File: config.mk
export PLATFORM = sky130hd
export DESIGN_NAME = vic_top
export DESIGN_NICKNAME = d
export VERILOG_FILES = /design/src/rtl/vic_pkg.sv /design/src/rtl/vic_gather.sv /design/src/rtl/vic_wake.sv /design/src/rtl/vic_prio.sv /design/src/rtl/vic_top.sv
export SDC_FILE = /design/constraint.sdc
export NUM_CORES = 1
export LEC_CHECK = 0
export CAP_MARGIN = 0
export CORE_ASPECT_RATIO = 2
export CORE_MARGIN = 5
export CORE_UTILIZATION = 31
export DETAILED_ROUTE_END_ITERATION = 16
export PLACE_DENSITY_LB_ADDON = 0.15
export SETUP_SLACK_MARGIN = 0.15
export SLEW_MARGIN = 25
export SYNTH_ARGS = -nofsm -noshare
export SYNTH_HDL_FRONTEND = slang
export SYNTH_SLANG_ARGS = --single-unit
File: constraint.sdc
create_clock -name clk -period 4.35 [get_ports clk]
set_input_delay 0.6525 -clock clk [delete_from_list [all_inputs] [get_ports clk]]
set_output_delay 0.6525 -clock clk [all_outputs]
set_load 0.01 [all_outputs]
File: src/rtl/vic_pkg.sv
package vic_pkg;
    localparam int NUM_LVL = 12;
    localparam int LVL_W   = $clog2(NUM_LVL);
    localparam int VEC_W   = 16;
    localparam logic [VEC_W-1:0] RST_VEC  = 16'hFFFE;
    localparam logic [VEC_W-1:0] BASE_VEC = 16'hFFFC;

    // number of source bits per level; level 0 (trap) has none
    function automatic int lvl_width(input int n);
        case (n)
            1:       return 1;
            2:       return 4;
            3, 5, 7: return 2;
            4, 6, 8: return 5;
            9, 10:   return 2;
            11:      return 3;
            default: return 0;
        endcase
    endfunction

    function automatic int lvl_offset(input int n);
        int s;
        s = 0;
        for (int k = 1; k < n; k++) s += lvl_width(k);
        return s;
    endfunction

    localparam int NSRC = lvl_offset(NUM_LVL);

    // levels fed by external pins may wake the core
    function automatic bit lvl_wakes(input int n);
        return (n == 1) || (n == 2) || (n == 9) || (n == 10);
    endfunction

    function automatic logic [VEC_W-1:0] vec_of(input logic [LVL_W-1:0] l);
        return BASE_VEC - (VEC_W'(l) << 1);
    endfunction

    typedef struct packed {
        logic              trap_pend;
        logic              irq;
        logic [LVL_W-1:0]  lvl;
        logic [VEC_W-1:0]  vec;
    } vic_state_t;
endpackage

File: src/rtl/vic_gather.sv
module vic_gather
    import vic_pkg::*;
(
    input  logic [NSRC-1:0]    src_flag,
    input  logic [NSRC-1:0]    src_en,
    output logic [NUM_LVL-1:1] lvl_req
);
    for (genvar n = 1; n < NUM_LVL; n++) begin : g_lvl
        localparam int OFF = lvl_offset(n);
        localparam int W   = lvl_width(n);
        assign lvl_req[n] = |(src_flag[OFF +: W] & src_en[OFF +: W]);
    end
endmodule

File: src/rtl/vic_wake.sv
module vic_wake
    import vic_pkg::*;
(
    input  logic [NSRC-1:0] src_flag,
    input  logic [NSRC-1:0] src_en,
    output logic            wake
);
    logic [NUM_LVL-1:0] part;
    assign part[0] = 1'b0;
    for (genvar n = 1; n < NUM_LVL; n++) begin : g_w
        localparam int OFF = lvl_offset(n);
        localparam int W   = lvl_width(n);
        if (lvl_wakes(n)) begin : g_pin
            assign part[n] = |(src_flag[OFF +: W] & src_en[OFF +: W]);
        end else begin : g_none
            assign part[n] = 1'b0;
        end
    end
    assign wake = |part;
endmodule

File: src/rtl/vic_prio.sv
module vic_prio
    import vic_pkg::*;
(
    input  logic [NUM_LVL-1:0] req,
    output logic               valid,
    output logic [LVL_W-1:0]   lvl
);
    always_comb begin
        valid = |req;
        lvl   = '0;
        for (int i = NUM_LVL - 1; i >= 0; i--) begin
            if (req[i]) lvl = LVL_W'(i);
        end
    end
endmodule

File: src/rtl/vic_top.sv
module vic_top
    import vic_pkg::*;
(
    input  logic                clk,
    input  logic                rst_n,
    input  logic                gie,
    input  logic                trap_set,
    input  logic                int_ack,
    input  logic [NSRC-1:0]     src_flag,
    input  logic [NSRC-1:0]     src_en,
    output logic                irq,
    output logic [LVL_W-1:0]    irq_level,
    output logic [VEC_W-1:0]    irq_vector,
    output logic                wake
);
    vic_state_t          q, d;
    logic [NUM_LVL-1:1]  periph_req;
    logic [NUM_LVL-1:0]  eff_req;
    logic                sel_valid;
    logic [LVL_W-1:0]    sel_lvl;

    vic_gather u_gather (
        .src_flag (src_flag),
        .src_en   (src_en),
        .lvl_req  (periph_req)
    );

    vic_wake u_wake (
        .src_flag (src_flag),
        .src_en   (src_en),
        .wake     (wake)
    );

    assign eff_req = {periph_req & {(NUM_LVL-1){gie}}, q.trap_pend};

    vic_prio u_prio (
        .req   (eff_req),
        .valid (sel_valid),
        .lvl   (sel_lvl)
    );

    always_comb begin
        d = q;
        if (q.irq && int_ack && (q.lvl == '0)) d.trap_pend = 1'b0;
        if (trap_set)                          d.trap_pend = 1'b1;
        if (q.irq) begin
            if (int_ack) d.irq = 1'b0;
        end else if (sel_valid) begin
            d.irq = 1'b1;
            d.lvl = sel_lvl;
            d.vec = vec_of(sel_lvl);
        end
    end

    always_ff @(posedge clk or negedge rst_n) begin
        if (!rst_n) begin
            q.trap_pend <= 1'b0;
            q.irq       <= 1'b0;
            q.lvl       <= '0;
            q.vec       <= RST_VEC;
        end else begin
            q <= d;
        end
    end

    assign irq        = q.irq;
    assign irq_level  = q.lvl;
    assign irq_vector = q.vec;
endmodule

# Word-level counts from Yosys, hierarchy flattened
# Cells that the tools add are included.
# op_classes
addsub	1
muxes	17
bitwise	13
n_reduce_logical	17
# ops
op	count
2-to-1 mux 4 bit	12
2-to-1 mux 21 bit	1
AND 5 bit	3
OR reduction 5 bit	3
OR reduction 12 bit	1
AND 11 bit	1
AND 2 bit	5
OR reduction 2 bit	5
OR reduction 9 bit	1
subtractor 3 x 6 -> 7 bit, first input constant	1
AND 4 bit	1
zero test 4 bit	1
2-to-1 mux 1 bit	4
OR reduction 4 bit	1
AND 3 bit	1
OR reduction 3 bit	1
logical AND 1 bit	2
AND reduction 2 bit	1
nonzero test 2 bit	1
AND 1 bit	1
NOT 1 bit	1
# totals
ff_bits	22
inputBits	71
out_inout_bits	22
word_cells	52

# Logic depth before layout (Yosys ltp)
# Gate-level depths: netlist of run 1.
# logic_depth
word_depth	18
depth_mapped	8

# Modules after synthesis
# From an unflattened synthesis of run 1, not the netlist that was laid out.
# unflattened
cells_unflattened	110
area_unflattened_um2	947.2
# modules_own_cells
mod	n_inst	cells_each	area_per_inst_um2
vic_top	1	63	625.6
vic_gather	1	20	146.4
vic_prio	1	22	128.9
vic_wake	1	5	46.3

# Worst setup path after synthesis of run 1
# Ideal clock, no wire load.
# synth_timing
path_type	input -> register
startpoint	input port src_flag[30]
endpoint	register q (netlist bit irq_vector[3])
setup_time_ns	0.082
t_arrival_ns	2.224
setup_slack_ns	2.043
path_stages	8
cell_sequence	a222oi_1 -> nand2b_1 -> a41oi_1 -> a31oi_1 -> nor2_1 -> ha_1 -> xor2_1 -> mux2_4
# synth_via
elab_chain_cells	16
# synth_lines
element	line_no	rtl
start: declaration	vic_top.sv:9	input logic [NSRC-1:0] src_flag,
AND 3 bit	vic_gather.sv:11	assign lvl_req[n] = |(src_flag[OFF +: W] & src_en[OFF +: W]);
OR reduction 3 bit	vic_gather.sv:11	
AND 11 bit	vic_top.sv:34	assign eff_req = {periph_req & {(NUM_LVL-1){gie}}, q.trap_pend};
2-to-1 mux 4 bit (12 in a row)	vic_prio.sv:12	if (req[i]) lvl = LVL_W'(i);
via sel_lvl[0]	vic_top.sv:20	logic [LVL_W-1:0] sel_lvl;
subtractor 3 x 6 -> 7 bit	vic_pkg.sv:36	return BASE_VEC - (VEC_W'(l) << 1);
end: declaration	vic_top.sv:16	vic_state_t q, d;
# The timed path passes the listed nets, and every way through them passes these cells.
# A chain may end at the register's enable or synchronous reset.

# Final worst setup path of run 1
# layout_timing
startpoint	input port src_flag[26]
endpoint	output port wake
# layout_via
elab_chain_cells	2
# layout_lines
element	line_no	rtl
AND 2 bit	vic_wake.sv:14	assign part[n] = |(src_flag[OFF +: W] & src_en[OFF +: W]);
OR reduction 9 bit	vic_wake.sv:19	assign wake = |part;
end: declaration	vic_top.sv:14	output logic wake
# No other way between the ends.

==> impl_metrics.env, run 1 <==
export IMPL_report_final_setup_viol=0
export IMPL_antenna_found_initial=0
export IMPL_dpl_instance_area_mm2=0.001708
export IMPL_design_die_area_mm2=0.004198
export IMPL_routed_via_density=5.156
export IMPL_placedCellCount=208
export IMPL_grt_pass1_wl_mm=5.002
export IMPL_drive_above_1_share=0.09890
export IMPL_via_count_of_the_first_global_routing_pass=1225
export IMPL_drc=0
export IMPL_worst_r2r_path_depth=6
export IMPL_via_count=1093
export IMPL_dieHeight_um=86.77
export IMPL_cell_area_after_technology_mapping_um2=913.4
export IMPL_cts_root_buf="sky130_fd_sc_hd__clkbuf_8"
export IMPL_worst_setup_path_start="src_flag[26]"
export IMPL_cts_buffers_inserted=3
export IMPL_grt_usage=0.1505
export IMPL_post_cts_hold_buffer_count=0
export IMPL_syn_to_final_growth_pct=91.92
export IMPL_power_leakage_nw=0.7027
export IMPL_drt_total_wl_mm=3.143
export IMPL_setup_tns_final_ns=0
export IMPL_clkSlewWorstSetupHoldPaths_ns=0.05
export IMPL_post_drt_wl_per_cell_um=14.83
export IMPL_worstMarginPinSlew_ns=0.5097
export IMPL_power_uw=536.1
export IMPL_vdd_ir_drop_worst_mv=0.2009
export IMPL_clock_sink_count=11
export IMPL_globalRoute_totalOverflow=0
export IMPL_critical_path_required_ns=3.70
export IMPL_gp_congestion=0.8055
export IMPL_power_density_mw_per_mm2=305.8
export IMPL_dp_hpwl_mm=2.879
export IMPL_yosys_area_share_simple=0.1425
export IMPL_fin_worst_hold_slack_ns=0.4677
export IMPL_synthMuxAreaShare=0.04384
export IMPL_maxCapViolCount=0
export IMPL_yosys_warnings=0
export IMPL_rsz0062_at_grt="no"
export IMPL_period_needed_ns=2.892
export IMPL_firstDrtPassIters=6
export IMPL_yosysSeqAreaShare=0.3082
export IMPL_hold_class="flop to flop"
export IMPL_slew_headroom=0.6602
export IMPL_timing_max_transition_violations_final=0
export IMPL_floorplan_initialDensity=0.3141
export IMPL_hp_start="irq_vector[2]"
export IMPL_cts_repair_timing_setup_buffer_count=0
export IMPL_synth_seq_cells=11
export IMPL_synth_xor_xnor_area_share=0.009589
export IMPL_syn_inst=100
export IMPL_fmaxAchievable_mhz=345.7
export IMPL_cp_max_fo=4
export IMPL_layout_common_cells="81 x sky130_fd_sc_hd__clkdlybuf4s50_1, 11 x sky130_fd_sc_hd__conb_1, 10 x sky130_fd_sc_hd__a22oi_1"
export IMPL_clock_insertion_delay_worst_skew_ns=0.24
export IMPL_critPathArrivalTime_ns=2.24
export IMPL_min_period_over_period=0.6649
export IMPL_post_synth_fa_ha_maj_area_fraction=0.01370
export IMPL_critPathLaunchType="primary input"
export IMPL_largest_net_degree_at_the_start_of_global_routing=12
export IMPL_timing_hold_worst_path_depth=2
export IMPL_cts_tree="yes"
export IMPL_clock_skew_final_ns=0.0003924
export IMPL_final_area_mm2=0.001753
export IMPL_worst_r2r_startpoint="eff_req[0]"
export IMPL_count_of_input_and_output_buffers=81
export IMPL_worstSetupEndpointType="output port"
export IMPL_number_of_violations_reported_at_the_end_of_detailed_routing_iteration_0=19
export IMPL_core_region_mm2=0.002908
export IMPL_reg2reg_slack_ns=2.70
export IMPL_post_synthesis_compound_gate_area_fraction=0.3493
export IMPL_run_status="complete, no violations"
export IMPL_placement_rows=28
export IMPL_syn_area_per_cell_um2=9.134
export IMPL_antenna_left=0
export IMPL_layout_cells_most_common="sky130_fd_sc_hd__clkdlybuf4s50_1"
export IMPL_final_net_count=255
export IMPL_cts_repair_resize_count=0
export IMPL_chipWidth_um=48.38
export IMPL_post_layout_nonfiller_instances=212
export IMPL_design_portCount=93
export IMPL_hold_viol_final=0
export IMPL_netlist_cell_type_count=40
export IMPL_cts_buffer_depth=2
export IMPL_num_antenna_cells=0
export IMPL_dominant_combinational_cell_family_by_area_after_synthesis="compound AO/OA/AOI/OAI gates"
export IMPL_ctsHtreeMaxLevel=1
export IMPL_crit_type="primary input to output port"
[power by group]
part           internal [mW]  total, mW  switching [mW]  leakage, nW
clock network         0.0642      0.102          0.0374       0.0228
logic                  0.160      0.262           0.102        0.552
registers              0.139      0.173          0.0339        0.128
total                  0.363      0.536           0.173        0.703
[per-layer routing]
| metal | global-route usage | routed length (um) | part of all wire |
|---|---|---|---|
| met3 | 0.04475 | 314 | 0.10 |
| met1 | 0.1123 | 845 | 0.27 |
| met2 | 0.3071 | 1898 | 0.60 |
| met5 | 0 | 0 | 0 |
| met4 | 0.09320 | 85 | 0.027 |
[cells by family (layout without fill, tap and decap cells)]
family,after synthesis,in the layout
AOI/OAI and AO/OA,39,39
and+or+nand+nor,24,24
buffers and inverters,19,92
DFF,11,11
muxes,3,3
other,2,11
adders and majority gates,1,1
xor gates and xnor gates,1,1
[worst max-delay path, stage by stage]
cell,delay (ns)
sky130_fd_sc_hd__clkdlybuf4s50_1,0.41
sky130_fd_sc_hd__a22oi_1,0.33
sky130_fd_sc_hd__nand2_1,0.13
sky130_fd_sc_hd__a211o_1,0.24
sky130_fd_sc_hd__clkdlybuf4s50_1,0.48
[per-stage QoR]
step | utilization | setup WS [ns]
final | 0.6028 | 1.458
after global placement | 0.5873 | 1.470
after floorplan | - | 2.043
after detailed placement | 0.5873 | 1.429
after global routing | 0.6028 | 1.337
after CTS | 0.6028 | 1.454
[synth_stat cells]
library cell,instances,share of area
sky130_fd_sc_hd__a21o_1,1,0.0082
sky130_fd_sc_hd__a222oi_1,4,0.044
sky130_fd_sc_hd__nand4b_1,1,0.0096
sky130_fd_sc_hd__a21o_2,1,0.0096
sky130_fd_sc_hd__a21oi_4,1,0.018
sky130_fd_sc_hd__dfrtp_1,6,0.16
sky130_fd_sc_hd__o2111ai_1,1,0.0096
sky130_fd_sc_hd__and3b_1,1,0.0096
sky130_fd_sc_hd__nor2_1,4,0.016
sky130_fd_sc_hd__ha_1,1,0.014
sky130_fd_sc_hd__o211ai_1,1,0.0082
sky130_fd_sc_hd__a21oi_1,1,0.0055
sky130_fd_sc_hd__o22a_1,1,0.0096
sky130_fd_sc_hd__nand3_2,1,0.011
sky130_fd_sc_hd__a31o_2,2,0.019
sky130_fd_sc_hd__xor2_1,1,0.0096
sky130_fd_sc_hd__a31oi_1,4,0.027
sky130_fd_sc_hd__inv_1,7,0.029
sky130_fd_sc_hd__and3_1,1,0.0069
sky130_fd_sc_hd__or2_2,1,0.0069
sky130_fd_sc_hd__buf_4,11,0.090
sky130_fd_sc_hd__dfstp_2,5,0.14
sky130_fd_sc_hd__mux2_4,2,0.033
sky130_fd_sc_hd__mux2i_1,1,0.011
sky130_fd_sc_hd__o22ai_1,4,0.027
sky130_fd_sc_hd__o21ai_0,2,0.011
sky130_fd_sc_hd__nand3_1,5,0.027
sky130_fd_sc_hd__a211o_2,1,0.011
sky130_fd_sc_hd__a21boi_0,1,0.0082
sky130_fd_sc_hd__nand2b_1,2,0.014
sky130_fd_sc_hd__a41oi_1,1,0.0096
sky130_fd_sc_hd__o31ai_4,1,0.023
sky130_fd_sc_hd__nand2_1,6,0.025
sky130_fd_sc_hd__a22oi_1,10,0.082
sky130_fd_sc_hd__o31ai_1,1,0.0082
sky130_fd_sc_hd__nor4_1,1,0.0069
sky130_fd_sc_hd__conb_1,2,0.0082
sky130_fd_sc_hd__a211o_1,1,0.0096
sky130_fd_sc_hd__and4_1,1,0.0096
sky130_fd_sc_hd__buf_2,1,0.0055
[final timing paths]
| path | to |
|---|---|
| setup / recovery | wake |
| hold / removal | irq_vector[2] |
| setup reg to reg | irq_vector[3] |
| hold reg to reg | irq_vector[2] |
| max in group asynchronous | irq_vector[4] |
| min in group asynchronous | irq_level[2] |
[registers in the layout, indices dropped and copies added, names as in the netlist]
name        count
irq_vector      5
irq_level       4
eff_req         1
irq             1
[layout make-up]
cell class              instances  area (um^2)
inverters                       7        26.28
fillers                       267         1155
well taps                      30        37.54
multi-input cells              79        551.8
flip-flops and latches         11        281.5
clock buffers                   4        45.04
repair buffers                 81        810.8
No activity file was read; power rests on OpenSTA's default activity.
==> run 2: changes to the inputs <==
Settings changed: CORE_UTILIZATION 31 to 29.
Clock period 4.35 ns to 3 ns, I/O delays scaled along.
==> run 2 against run 1 <==
First-iteration DRC count is 42% higher. Wire length up 1.1%. Clock power grew 50%. Combinational power is 45% higher. Sequential share of layout area down 0.080 points. Critical path depth is the same. Cell area up 0.50%. Clock skew grew 0.0011 ns. Non-clock buffer count rose by 1. Worst hold slack improved by 0.0037 ns. Final cell count increased by 0.94%. Critical path type unchanged. Largest cell class unchanged.
==> impl_metrics.env, run 2 (synthesis results as in run 1) <==
export IMPL_run_status="complete, no violations"
export IMPL_post_layout_nonfiller_instances=214
export IMPL_cp_max_fo=4
export IMPL_final_worst_setup_slack_ns=0.5193
export IMPL_cts_buffer_depth=2
export IMPL_worstSetupEndpointType="output port"
export IMPL_crit_type="primary input to output port"
export IMPL_placement_rows=29
export IMPL_worst_path_largest_cell_delay_ns=0.48
export IMPL_reg2reg_slack_ns=1.32
export IMPL_clock_sink_count=11
export IMPL_timing_max_transition_violations_final=0
export IMPL_grt_pass1_wl_mm=4.912
export IMPL_hold_class="flop to flop"
export IMPL_drt_total_wl_mm=3.179
export IMPL_ctsHtreeMaxLevel=1
export IMPL_cell_chain_of_the_critical_path="clkdlybuf4s50_1, a22oi_1, nand2_1, a211o_1, clkdlybuf4s50_1"
export IMPL_power_uw=784.9
export IMPL_count_of_input_and_output_buffers=81
export IMPL_gp_congestion=0.7983
export IMPL_critical_path_required_ns=2.55
export IMPL_cts_repair_timing_setup_buffer_count=0
export IMPL_dieHeight_um=89.37
export IMPL_post_drt_wl_per_cell_um=14.86
export IMPL_largest_net_degree_at_the_start_of_global_routing=12
export IMPL_floorplan_initialDensity=0.2927
export IMPL_placedCellCount=210
export IMPL_cell_occurring_most_often_along_the_worst_timing_path="sky130_fd_sc_hd__clkdlybuf4s50_1"
export IMPL_fmaxAchievable_mhz=403.1
export IMPL_slew_headroom=0.6594
export IMPL_largest_reg_flops=5
export IMPL_globalRoute_totalOverflow=0
export IMPL_cts_root_buf="sky130_fd_sc_hd__clkbuf_8"
export IMPL_rsz0062_at_grt="no"
export IMPL_critical_path_buffer_and_inverter_count=2
export IMPL_post_cts_hold_buffer_count=0
export IMPL_setup_tns_final_ns=0
export IMPL_firstDrtPassIters=4
export IMPL_worstMarginPinSlew_ns=0.5108
export IMPL_pre_cts_ws_ns=0.3009
export IMPL_hold_viol_final=0
export IMPL_clkSlewWorstSetupHoldPaths_ns=0.05
export IMPL_number_of_violations_reported_at_the_end_of_detailed_routing_iteration_0=27
export IMPL_clock_insertion_delay_worst_skew_ns=0.24
export IMPL_report_final_setup_viol=0
export IMPL_drc=0
export IMPL_chipWidth_um=49.69
export IMPL_dpl_instance_area_mm2=0.001717
export IMPL_num_antenna_cells=0
export IMPL_design_portCount=93
export IMPL_clock_skew_final_ns=0.001498
export IMPL_antenna_found_initial=0
export IMPL_utilization=0.5646
export IMPL_grt_usage=0.1418
export IMPL_layout_cells_most_common="sky130_fd_sc_hd__clkdlybuf4s50_1"
export IMPL_power_leakage_nw=0.7075
export IMPL_design_die_area_mm2=0.004440
export IMPL_core_region_mm2=0.003120
export IMPL_cp_top_family="buffers and inverters"
export IMPL_via_count_of_the_first_global_routing_pass=1163
export IMPL_maxCapViolCount=0
export IMPL_cp_slowest_cell="sky130_fd_sc_hd__clkdlybuf4s50_1"
export IMPL_filler_cell_count_in_the_final_layout=294
export IMPL_layout_common_cells="81 x sky130_fd_sc_hd__clkdlybuf4s50_1, 11 x sky130_fd_sc_hd__conb_1, 10 x sky130_fd_sc_hd__a22oi_1"
export IMPL_min_period_over_period=0.8269
export IMPL_syn_to_final_growth_pct=92.88
export IMPL_cts_tree="yes"
export IMPL_antenna_left=0
export IMPL_cts_repair_resize_count=0
export IMPL_final_area_mm2=0.001762
export IMPL_routed_via_density=5.164
export IMPL_cts_buffers_inserted=3
export IMPL_critPathArrivalTime_ns=2.03
export IMPL_power_density_mw_per_mm2=445.6
export IMPL_drive_above_1_share=0.1038
export IMPL_final_net_count=256
export IMPL_via_count=1105
export IMPL_critPathLaunchType="primary input"
export IMPL_period_needed_ns=2.481
export IMPL_fin_worst_hold_slack_ns=0.4714
export IMPL_vdd_ir_drop_worst_mv=0.1847
export IMPL_dp_hpwl_mm=2.908
## run 2: cell count changes in the layout (fill, tap and decap cells not counted)
cell	change
sky130_fd_sc_hd__buf_4	+1
## run 2: tightest hold or removal path, cell delays in order (launching register included)
cell	delay, ns
sky130_fd_sc_hd__dfstp_2	0.36
sky130_fd_sc_hd__inv_1	0.04
sky130_fd_sc_hd__mux2i_1	0.06
## run 2: area by class of cell
class	instances	area (um^2)	share of cell area
Timing Repair Buffer	82	818.3	0.4645
Multi-Input combinational cell	79	551.8	0.3132
Sequential cell	11	281.5	0.1598
Clock buffer	4	45.04	0.02557
Tap cell	31	38.79	0.02202
Inverter	7	26.28	0.01491
## run 2: report_power, final
part           internal (mW)  switching [mW]
Sequential             0.201          0.0501
Clock                 0.0936          0.0598
Combinational          0.233           0.147
## run 2: layer usage
| layer | up-vias | track usage | wire length (um) |
|---|---|---|---|
| met5 | - | 0 | 0 |
| met4 | 0 | 0.05728 | 57 |
| met3 | 5 | 0.02504 | 259 |
| met2 | 56 | 0.3063 | 1945 |
| met1 | 511 | 0.1170 | 917 |
| li1 | 533 | - | - |
## run 2: path summary, 6_finish.rpt
path,startpoint,to,cells after the start
min in group asynchronous,rst_n,irq_level[1],1
max,src_flag[26],wake,5
max in group asynchronous,rst_n,irq_vector[5],1
min reg2reg,irq_vector[2],irq_vector[2],2
max reg2reg,eff_req[0],irq_vector[3],6
min,irq_vector[2],irq_vector[2],2
